`config.mk`:
```
export PLATFORM = sky130hd
export DESIGN_NAME = alu8_core
export DESIGN_NICKNAME = d
export VERILOG_FILES = /design/src/rtl/alu8_pkg.sv /design/src/rtl/alu8_addsub.sv /design/src/rtl/alu8_shift.sv /design/src/rtl/alu8_decadj.sv /design/src/rtl/alu8_core.sv
export SDC_FILE = /design/constraint.sdc
export NUM_CORES = 1
export LEC_CHECK = 0
export BUFFER_PORTS_ARGS = -buffer_cell sky130_fd_sc_hd__buf_2
export CAP_MARGIN = 0
export CORE_AREA = 4 4 63 87
export CTS_CLUSTER_DIAMETER = 40
export DETAILED_ROUTE_END_ITERATION = 7
export DIE_AREA = 0 0 67 91
export GPL_TIMING_DRIVEN = 0
export HOLD_SLACK_MARGIN = 0.15
export PLACE_DENSITY_LB_ADDON = 0.3
export SYNTH_ARGS = -nofsm -noshare
export SYNTH_HDL_FRONTEND = slang
export SYNTH_SLANG_ARGS = --single-unit
```
`constraint.sdc`:
```
create_clock -name clk -period 12.01 [get_ports clk]
set_input_delay 0 -clock clk [delete_from_list [all_inputs] [get_ports clk]]
set_output_delay 0 -clock clk [all_outputs]
set_load 0.02 [all_outputs]
```
`src/rtl/alu8_pkg.sv`:
```
package alu8_pkg;
    localparam int DW  = 8;
    localparam int NW  = DW / 2;
    localparam int OPW = 5;

    typedef enum logic [OPW-1:0] {
        OP_ADD  = 5'h00, OP_ADC  = 5'h01, OP_SUB  = 5'h02, OP_SBC  = 5'h03,
        OP_OR   = 5'h04, OP_AND  = 5'h05, OP_TCM  = 5'h06, OP_TM   = 5'h07,
        OP_CP   = 5'h0A, OP_XOR  = 5'h0B,
        OP_RL   = 5'h10, OP_RLC  = 5'h11, OP_RR   = 5'h12, OP_RRC  = 5'h13,
        OP_SRA  = 5'h14, OP_COM  = 5'h15, OP_SWAP = 5'h16, OP_DA   = 5'h17,
        OP_INC  = 5'h18, OP_DEC  = 5'h19, OP_CCF  = 5'h1A, OP_RCF  = 5'h1B,
        OP_SCF  = 5'h1C
    } alu_op_e;

    // Packed so that c lands in bit 5 and h in bit 0.
    typedef struct packed {
        logic c;
        logic z;
        logic s;
        logic v;
        logic d;
        logic h;
    } flags_t;

    typedef struct packed {
        flags_t flags;
    } alu_state_t;
endpackage

```
`src/rtl/alu8_addsub.sv`:
```
module alu8_addsub #(
    parameter int DW = alu8_pkg::DW
) (
    input  logic [DW-1:0] a,
    input  logic [DW-1:0] b,
    input  logic          cin,
    input  logic          sub,
    output logic [DW-1:0] sum,
    output logic          c_out,
    output logic          h_out,
    output logic          v_out
);
    localparam int NW = DW / 2;

    logic [DW:0] full;
    logic [NW:0] low;

    always_comb begin
        if (sub) begin
            full = {1'b0, a} - {1'b0, b} - {{DW{1'b0}}, cin};
            low  = {1'b0, a[NW-1:0]} - {1'b0, b[NW-1:0]} - {{NW{1'b0}}, cin};
        end else begin
            full = {1'b0, a} + {1'b0, b} + {{DW{1'b0}}, cin};
            low  = {1'b0, a[NW-1:0]} + {1'b0, b[NW-1:0]} + {{NW{1'b0}}, cin};
        end
        sum   = full[DW-1:0];
        c_out = full[DW];
        h_out = low[NW];
        if (sub)
            v_out = (a[DW-1] != b[DW-1]) && (sum[DW-1] != a[DW-1]);
        else
            v_out = (a[DW-1] == b[DW-1]) && (sum[DW-1] != a[DW-1]);
    end
endmodule

```
`src/rtl/alu8_shift.sv`:
```
module alu8_shift
    import alu8_pkg::*;
#(
    parameter int DW = alu8_pkg::DW
) (
    input  alu_op_e       op,
    input  logic [DW-1:0] a,
    input  logic          cin,
    output logic [DW-1:0] res,
    output logic          c_out
);
    localparam int NW = DW / 2;

    always_comb begin
        res   = a;
        c_out = cin;
        case (op)
            OP_RL:   begin res = {a[DW-2:0], a[DW-1]}; c_out = a[DW-1]; end
            OP_RLC:  begin res = {a[DW-2:0], cin};     c_out = a[DW-1]; end
            OP_RR:   begin res = {a[0], a[DW-1:1]};    c_out = a[0];    end
            OP_RRC:  begin res = {cin, a[DW-1:1]};     c_out = a[0];    end
            OP_SRA:  begin res = {a[DW-1], a[DW-1:1]}; c_out = a[0];    end
            OP_COM:  res = ~a;
            OP_SWAP: res = {a[NW-1:0], a[DW-1:NW]};
            default: ;
        endcase
    end
endmodule

```
`src/rtl/alu8_decadj.sv`:
```
module alu8_decadj #(
    parameter int DW = alu8_pkg::DW
) (
    input  logic [DW-1:0] a,
    input  logic          c_in,
    input  logic          d_in,
    input  logic          h_in,
    output logic [DW-1:0] res,
    output logic          c_out
);
    localparam int NW = DW / 2;
    localparam logic [NW-1:0] NIB_MAX = NW'(9);
    localparam logic [DW-1:0] BYTE_MAX = {NIB_MAX, NIB_MAX};
    localparam logic [NW-1:0] FIX = NW'(6);

    logic          lo_fix;
    logic          hi_fix;
    logic [DW-1:0] corr;

    always_comb begin
        lo_fix = d_in ? h_in : (h_in || (a[NW-1:0] > NIB_MAX));
        hi_fix = d_in ? c_in : (c_in || (a > BYTE_MAX));
        corr   = {hi_fix ? FIX : '0, lo_fix ? FIX : '0};
        res    = d_in ? (a - corr) : (a + corr);
        c_out  = hi_fix;
    end
endmodule

```
`src/rtl/alu8_core.sv`:
```
module alu8_core
    import alu8_pkg::*;
#(
    parameter int DW = alu8_pkg::DW
) (
    input  logic          clk,
    input  logic          rst_n,
    input  logic          en_i,
    input  logic [4:0]    op_i,
    input  logic [DW-1:0] dst_i,
    input  logic [DW-1:0] src_i,
    output logic [DW-1:0] result_o,
    output logic          wr_en_o,
    output logic [5:0]    flags_nxt_o,
    output logic [5:0]    flags_o
);
    alu_state_t    state_d, state_q;
    alu_op_e       op;
    logic [DW-1:0] as_b, as_sum, sh_res, da_res, val;
    logic          as_cin, as_sub, as_c, as_h, as_v, sh_c, da_c;
    logic          upd_zs, wr;

    assign op = alu_op_e'(op_i);

    // Operand steering for the shared adder/subtractor.
    always_comb begin
        as_b   = src_i;
        as_cin = 1'b0;
        as_sub = 1'b0;
        case (op)
            OP_ADC: as_cin = state_q.flags.c;
            OP_SUB, OP_CP: as_sub = 1'b1;
            OP_SBC: begin as_sub = 1'b1; as_cin = state_q.flags.c; end
            OP_INC: as_b = DW'(1);
            OP_DEC: begin as_b = DW'(1); as_sub = 1'b1; end
            default: ;
        endcase
    end

    alu8_addsub #(.DW(DW)) addsub_i (
        .a(dst_i), .b(as_b), .cin(as_cin), .sub(as_sub),
        .sum(as_sum), .c_out(as_c), .h_out(as_h), .v_out(as_v)
    );

    alu8_shift #(.DW(DW)) shift_i (
        .op(op), .a(dst_i), .cin(state_q.flags.c),
        .res(sh_res), .c_out(sh_c)
    );

    alu8_decadj #(.DW(DW)) decadj_i (
        .a(dst_i), .c_in(state_q.flags.c), .d_in(state_q.flags.d),
        .h_in(state_q.flags.h), .res(da_res), .c_out(da_c)
    );

    // Per-operation flag policy.
    always_comb begin
        state_d = state_q;
        val     = '0;
        wr      = 1'b0;
        upd_zs  = 1'b0;
        case (op)
            OP_ADD, OP_ADC, OP_SUB, OP_SBC: begin
                val = as_sum; wr = 1'b1; upd_zs = 1'b1;
                state_d.flags.c = as_c;
                state_d.flags.v = as_v;
                state_d.flags.h = as_h;
                state_d.flags.d = as_sub;
            end
            OP_CP: begin
                val = as_sum; upd_zs = 1'b1;
                state_d.flags.c = as_c;
                state_d.flags.v = as_v;
            end
            OP_OR, OP_AND, OP_XOR, OP_TM, OP_TCM: begin
                case (op)
                    OP_OR:   val = dst_i | src_i;
                    OP_AND:  val = dst_i & src_i;
                    OP_XOR:  val = dst_i ^ src_i;
                    OP_TM:   val = dst_i & src_i;
                    default: val = ~dst_i & src_i;
                endcase
                wr = (op == OP_OR) || (op == OP_AND) || (op == OP_XOR);
                upd_zs = 1'b1;
                state_d.flags.v = 1'b0;
            end
            OP_RL, OP_RLC, OP_RR, OP_RRC: begin
                val = sh_res; wr = 1'b1; upd_zs = 1'b1;
                state_d.flags.c = sh_c;
                state_d.flags.v = sh_res[DW-1] ^ dst_i[DW-1];
            end
            OP_SRA: begin
                val = sh_res; wr = 1'b1; upd_zs = 1'b1;
                state_d.flags.c = sh_c;
                state_d.flags.v = 1'b0;
            end
            OP_COM: begin
                val = sh_res; wr = 1'b1; upd_zs = 1'b1;
                state_d.flags.v = 1'b0;
            end
            OP_SWAP: begin
                val = sh_res; wr = 1'b1; upd_zs = 1'b1;
            end
            OP_DA: begin
                val = da_res; wr = 1'b1; upd_zs = 1'b1;
                state_d.flags.c = da_c;
            end
            OP_INC, OP_DEC: begin
                val = as_sum; wr = 1'b1; upd_zs = 1'b1;
                state_d.flags.v = as_v;
            end
            OP_CCF: state_d.flags.c = ~state_q.flags.c;
            OP_RCF: state_d.flags.c = 1'b0;
            OP_SCF: state_d.flags.c = 1'b1;
            default: ;
        endcase
        if (upd_zs) begin
            state_d.flags.z = (val == '0);
            state_d.flags.s = val[DW-1];
        end
    end

    always_ff @(posedge clk) begin
        if (!rst_n)
            state_q <= '0;
        else if (en_i)
            state_q <= state_d;
    end

    assign result_o    = val;
    assign wr_en_o     = wr;
    assign flags_nxt_o = state_d.flags;
    assign flags_o     = state_q.flags;
endmodule

```
==> results.json, run 1 <==
{
  "ir_drop_mv": 0.0501,
  "worstPathRequired_ns": 12.01,
  "num_io_pins": 45,
  "die-width_um": 67,
  "post-route-drc-count": 0,
  "synth.net_count": 475,
  "power_leakage_uw": 0.00153,
  "slew_violations": 0,
  "most-common-layout-cells": "sky130_fd_sc_hd__buf_2 (47), sky130_fd_sc_hd__inv_1 (42), sky130_fd_sc_hd__ha_1 (38)",
  "number_of_enable_type_register_cells_in_the_synthesized_netlist": 0,
  "worst_r2r_endpoint": "flags_o[5]",
  "syn_area_um2": 2920,
  "placementRows": 29,
  "area_delta_synth_final_pct": 11.9,
  "routed-via-count": 3450,
  "clkTransAtPathRegs_ns": 0.04,
  "finalHoldViolations": 0,
  "insertion_delay_ns": 0.22,
  "synth_seq_cells": 6,
  "worst-r2r-cell-count": 13,
  "synth_ff_type": "sky130_fd_sc_hd__dfxtp_1",
  "worst_clock_skew_ns": 0.00153,
  "timing.critical_path.from_type": "input port",
  "setup.worst_path.end_class": "primary output",
  "postSynthCellCount": 409,
  "cp_max_fo": 10,
  "timing.max_cap.violations": 0,
  "nNetsFinal": 524,
  "grt_first_pass_wirelength_um": 16500,
  "io_buffer_count": 42,
  "worstSetupPathType": "in2out",
  "via_count_of_the_first_global_routing_pass": 3422,
  "cts_resized": 0,
  "pwr-share-seq": 0.105,
  "net_switching_component_of_the_power_uw": 111,
  "worst_hold_path_type": "in2reg",
  "cts_tree": "done",
  "antenna_found_initial": 0,
  "post_dp_hpwl_um": 8130,
  "post-layout-total-power_uw": 221,
  "share_comb_of_total_power": 0.757,
  "yosysWarnings": 0,
  "cell_internal_pwr_uw": 109,
  "timing.hold.worst_path_depth": 5,
  "placeableCoreArea_um2": 4610,
  "floorplan.die.height_um": 91,
  "cp_data_arrival_time_ns": 5.28,
  "worst-slew-pin-transition_ns": 1.25,
  "gp_routability_congestion": 1.06,
  "cts_inserted_buffers": 3,
  "cellPowerDensity_nw_per_um2": 67.4,
  "grt_max_degree": 11,
  "rsz_0062_raised_after_global_routing": "no",
  "drt_wl_total_um": 10200,
  "drt_pass1_iterations": 7,
  "largest_reg_flops": 6,
  "power.switching_fraction": 0.505,
  "route.antenna.remaining_nets": 0,
  "tns_ns": 0,
  "max-clock-path-buffers": 2,
  "full_die_area_um2": 6100,
  "route.detailed.vias_per_inst": 6.66,
  "synthesis.area_per_instance_um2": 7.15,
  "synth_async_sr_flop_share": 0,
  "routed_wire_length_per_instance_um": 19.6,
  "initial_utilization": 0.635,
  "drtIter0Drc": 349,
  "power.share.clock": 0.138,
  "finalCriticalPeriod_ns": 5.28,
  "start_of_the_worst_register_to_register_path": "flags_o[5]",
  "count_of_inserted_antenna_diode_cells": 0,
  "max-slew-margin-rel": 0.158,
  "min_delay_worst_endpoint": "flags_o[5]",
  "period_share": 0.440,
  "layout_commonest_cell": "sky130_fd_sc_hd__buf_2",
  "synth-seq-area-share": 0.0411,
  "drive_above_1_share": 0.175,
  "reg2reg_slack_ns": 8.14,
  "fmax_achieved_mhz": 189,
  "clock_sink_count": 6,
  "clockRootBuffer": "sky130_fd_sc_hd__clkbuf_8",
  "finalSetupViolCount": 0,
  "global_route.usage.total": 0.343,
  "total_global_routing_overflow": 0,
  "synth_cell_type_count": 78,
  "ctsHtreeMaxLevel": 1,
  "status": "complete, no violations",
  "hp-start": "dst_i[0]"
}
==> timing repair <==
action,in CTS,in global routing
hold buffers,2,0
hold endpoints to repair,6,0
buffers inserted,0,0
==> worst max-delay path, stage by stage <==
cell and delay, ns:
sky130_fd_sc_hd__buf_4 0.14, sky130_fd_sc_hd__buf_2 0.18, sky130_fd_sc_hd__buf_1 0.27, sky130_fd_sc_hd__clkbuf_1 0.28, sky130_fd_sc_hd__nor3_1 1.04, sky130_fd_sc_hd__or2_2 0.30, sky130_fd_sc_hd__inv_1 0.06, sky130_fd_sc_hd__fa_1 0.46
sky130_fd_sc_hd__fa_1 0.41, sky130_fd_sc_hd__o21bai_1 0.22, sky130_fd_sc_hd__a21oi_1 0.14, sky130_fd_sc_hd__xnor2_1 0.15, sky130_fd_sc_hd__nand2_1 0.07, sky130_fd_sc_hd__a221o_1 0.35, sky130_fd_sc_hd__or4_1 0.45, sky130_fd_sc_hd__or4b_4 0.53
sky130_fd_sc_hd__nand2_1 0.07, sky130_fd_sc_hd__buf_2 0.16
==> power groups by stage <==
stage / combinational [uW] / sequential (uW) / clock (uW)
2_1_floorplan: 117 / 23.7 / 0
3_3_place_gp: 159 / 23.4 / 0
3_5_place_dp: 163 / 23.4 / 0
4_1_cts: 164 / 23.1 / 31.0
5_1_grt: 183 / 23.3 / 32.9
6_report: 167 / 23.1 / 30.5
==> how the worst max path moves through the flow <==
stage                     slack, ns    start             end  cells past startpoint
final                          6.73  op_i[2]  flags_nxt_o[4]                     18
after global placement         6.96  op_i[2]  flags_nxt_o[4]                     18
after detailed placement       6.91  op_i[2]  flags_nxt_o[4]                     18
after global routing           6.49  op_i[2]  flags_nxt_o[4]                     18
after CTS                      6.93  op_i[2]  flags_nxt_o[4]                     18
after floorplan                7.79  op_i[2]  flags_nxt_o[4]                     17
==> through the flow <==
stage | instance area, um^2 | hold slack (ns) | utilization | instances | setup WS [ns]
2_1_floorplan | 2920 | 0.133 | - | 409 | 7.79
5_1_grt | 3270 | 0.499 | 0.710 | 518 | 6.49
4_1_cts | 3270 | 0.436 | 0.710 | 518 | 6.93
3_5_place_dp | 3210 | 0.286 | 0.697 | 513 | 6.91
6_report | 3270 | 0.461 | 0.710 | 518 | 6.73
3_3_place_gp | 3210 | 0.282 | 0.697 | 513 | 6.96
==> cells in the mapped netlist, drive strengths merged (6+ instances only) <==
library cell,instances,area share
buf,17,0.039
inv,44,0.056
nand2b,10,0.021
ha,38,0.16
dfxtp,6,0.041
nand3,10,0.017
nor2,30,0.039
o21a,6,0.015
nor3b,7,0.018
nand2,27,0.035
xnor2,18,0.054
o21ai,24,0.041
a221oi,6,0.018
nor2b,8,0.017
mux2i,7,0.024
nor3,19,0.033
a21oi,21,0.037
==> cell type report <==
type                            instances  area (um^2)
Sequential cell                         6          120
Tap cell                               62         77.6
Fill cell                             430         1340
Buffer                                 21          130
Multi-Input combinational cell        338         2510
Inverter                               44          165
Clock buffer                            3         41.3
Timing Repair Buffer                   44          230
==> routing by layer <==
metal | track usage | wire length, um | vias up
met5 | 0 | 0 | -
met4 | 0.213 | 734 | 0
met3 | 0.0309 | 919 | 70
met2 | 0.557 | 4700 | 241
met1 | 0.424 | 3820 | 1541
li1 | - | - | 1598
==> cells by family (layout without fill, tap and decap cells) <==
| family | after synthesis | in the layout | share of synthesized area |
|---|---|---|---|
| AOI/OAI and AO/OA | 121 | 121 | 0.297 |
| DFF | 6 | 6 | 0.0411 |
| adders and majority gates | 42 | 42 | 0.190 |
| and+or+nand+nor | 143 | 143 | 0.270 |
| xor gates and xnor gates | 22 | 22 | 0.0659 |
| buffers and inverters | 65 | 112 | 0.101 |
| muxes | 10 | 10 | 0.0355 |
Note: power is estimated with default switching activity, not from simulation.
==> run 2: changes to the inputs <==
--- a/config.mk
+++ b/config.mk
@@ -7,10 +7,10 @@
 export LEC_CHECK = 0
 export BUFFER_PORTS_ARGS = -buffer_cell sky130_fd_sc_hd__buf_2
 export CAP_MARGIN = 0
-export CORE_AREA = 4 4 63 87
+export CORE_AREA = 4 4 65 91
 export CTS_CLUSTER_DIAMETER = 40
 export DETAILED_ROUTE_END_ITERATION = 7
-export DIE_AREA = 0 0 67 91
+export DIE_AREA = 0 0 69 95
 export GPL_TIMING_DRIVEN = 0
 export HOLD_SLACK_MARGIN = 0.15
 export PLACE_DENSITY_LB_ADDON = 0.3
==> constraint.sdc (replaced) <==
create_clock -name clk -period 5 [get_ports clk]
set_input_delay 0 -clock clk [delete_from_list [all_inputs] [get_ports clk]]
set_output_delay 0 -clock clk [all_outputs]
set_load 0.02 [all_outputs]
==> run 2 against run 1 <==
Effect of this change:
- non-clock buffer count unchanged
- setup slack got worse by 6.5 ns
- via count rose by 0.52%
- cell area rose by 0.69%
- clock-buffer cell count did not move
- sequential power grew 140%
- total power rose by 140%
- combinational power up 140%
==> results.json, run 2 (synthesized netlist as in run 1, its figures left out) <==
{
  "setup.worst_path.end_class": "primary output",
  "drtIter0Drc": 540,
  "placeableCoreArea_um2": 5120,
  "power_leakage_uw": 0.00153,
  "clockRootBuffer": "sky130_fd_sc_hd__clkbuf_8",
  "post_dp_hpwl_um": 8600,
  "placementRows": 31,
  "final_area_um2": 3300,
  "insertion_delay_ns": 0.22,
  "floorplan.die.height_um": 95,
  "cp_max_fo": 10,
  "routed_wire_length_per_instance_um": 20.4,
  "timing.critical_path.from_type": "input port",
  "die-width_um": 69,
  "total_global_routing_overflow": 0,
  "cellPowerDensity_nw_per_um2": 162,
  "worstPathRequired_ns": 5.00,
  "grt_first_pass_wirelength_um": 16700,
  "ctsHtreeMaxLevel": 1,
  "cts_tree": "done",
  "via_count_of_the_first_global_routing_pass": 3300,
  "finalHoldViolations": 0,
  "dpl-instance-area_um2": 3220,
  "finalSetupViolCount": 0,
  "worst_hold_path_type": "in2reg",
  "drive_above_1_share": 0.180,
  "minimum_setup_slack_in_the_final_design_ns": 0.179,
  "initial_utilization": 0.571,
  "cp_data_arrival_time_ns": 4.82,
  "grt_max_degree": 11,
  "ir_drop_mv": 0.0764,
  "slew_violations": 0,
  "cts_inserted_buffers": 3,
  "num_io_pins": 45,
  "worstSetupPathType": "in2out",
  "worst_clock_skew_ns": 0.000594,
  "status": "complete, no violations",
  "nNetsFinal": 524,
  "antenna_found_initial": 0,
  "max-slew-margin-rel": 0.375,
  "fillerInstances": 505,
  "max-clock-path-buffers": 2,
  "drt_wl_total_um": 10700,
  "timing.max_cap.violations": 0,
  "gp_routability_congestion": 0.979,
  "global_route.usage.total": 0.317,
  "final_cell_count_no_fill": 522,
  "rsz_0062_raised_after_global_routing": "no",
  "full_die_area_um2": 6560,
  "layout_commonest_cell": "sky130_fd_sc_hd__buf_2",
  "route.antenna.remaining_nets": 0,
  "area_delta_synth_final_pct": 12.7,
  "route.detailed.vias_per_inst": 6.64,
  "period_share": 0.964,
  "finalCriticalPeriod_ns": 4.82,
  "post-route-drc-count": 0,
  "preCtsSetupSlack_ns": -0.135,
  "clkTransAtPathRegs_ns": 0.04,
  "largest_reg_flops": 6,
  "count_of_inserted_antenna_diode_cells": 0,
  "clock_sink_count": 6,
  "drt_pass1_iterations": 6,
  "io_buffer_count": 42,
  "fmax_achieved_mhz": 207,
  "place_inst": 517,
  "most-common-layout-cells": "sky130_fd_sc_hd__buf_2 (47), sky130_fd_sc_hd__inv_1 (42), sky130_fd_sc_hd__ha_1 (38)",
  "routed-via-count": 3468,
  "worst-slew-pin-transition_ns": 0.925
}
==> run 2: cell counts in the layout (fill, tap and decap cells not counted) <==
No cell type changed its count.
==> run 2: cell type report <==
class / instances / area [um^2] / area share
buffer: 21 / 130 / 0.0395
clock buffer: 3 / 41.3 / 0.0125
inverter: 44 / 165 / 0.0501
multi-input combinational: 338 / 2530 / 0.767
sequential: 6 / 120 / 0.0364
tap: 66 / 82.6 / 0.0251
timing repair buffer: 44 / 230 / 0.0699
==> run 2: power by group <==
part	switching [uW]	internal [uW]
Combinational	245	160
Clock	22.5	51.9
Sequential	4.11	51.3
==> run 2: metal layers <==
layer | global-route usage | part of all wire
met5 | 0 | 0
met4 | 0.169 | 0.049
met3 | 0.0181 | 0.078
met2 | 0.560 | 0.49
met1 | 0.385 | 0.38
==> run 2: through the flow <==
stage | setup TNS (ns) | power, uW | hold WS [ns] | util
2_1_floorplan | 0 | 338 | 0.133 | -
3_3_place_gp | -0.0943 | 443 | 0.281 | 0.628
3_5_place_dp | -0.276 | 450 | 0.285 | 0.628
4_1_cts | 0 | 526 | 0.461 | 0.641
5_1_grt | 0 | 573 | 0.516 | 0.644
6_report | 0 | 535 | 0.473 | 0.644
==> run 2: what timing repair did <==
item | CTS | global route
hold buffers | 2 | 0
resized for setup | 1 | 3
buffers inserted | 0 | 0
hold endpoints to repair | 6 | 0
endpoints found under the setup margin | 1 | 1
==> run 2: final timing paths <==
path | from | end | slack (ns) | depth (start not counted)
worst max-delay path | op_i[2] | flags_nxt_o[4] | 0.18 | 17
worst min-delay path | dst_i[0] | flags_o[5] | 0.47 | 5
worst max register to register | flags_o[1] | flags_o[4] | 1.19 | 13
worst min register to register | flags_o[4] | flags_o[4] | 0.54 | 2
==> run 2: critical path: stages <==
cell and delay, ns:
sky130_fd_sc_hd__buf_4 0.14, sky130_fd_sc_hd__buf_2 0.22, sky130_fd_sc_hd__buf_1 0.40, sky130_fd_sc_hd__clkbuf_1 0.48, sky130_fd_sc_hd__nor3_4 0.17, sky130_fd_sc_hd__or2_2 0.34, sky130_fd_sc_hd__fa_1 0.59, sky130_fd_sc_hd__inv_1 0.07
sky130_fd_sc_hd__ha_1 0.31, sky130_fd_sc_hd__xnor2_1 0.16, sky130_fd_sc_hd__mux2i_1 0.09, sky130_fd_sc_hd__a211oi_1 0.34, sky130_fd_sc_hd__o211ai_1 0.18, sky130_fd_sc_hd__or4_1 0.55, sky130_fd_sc_hd__or4b_4 0.54, sky130_fd_sc_hd__nand2_1 0.09
sky130_fd_sc_hd__buf_2 0.16
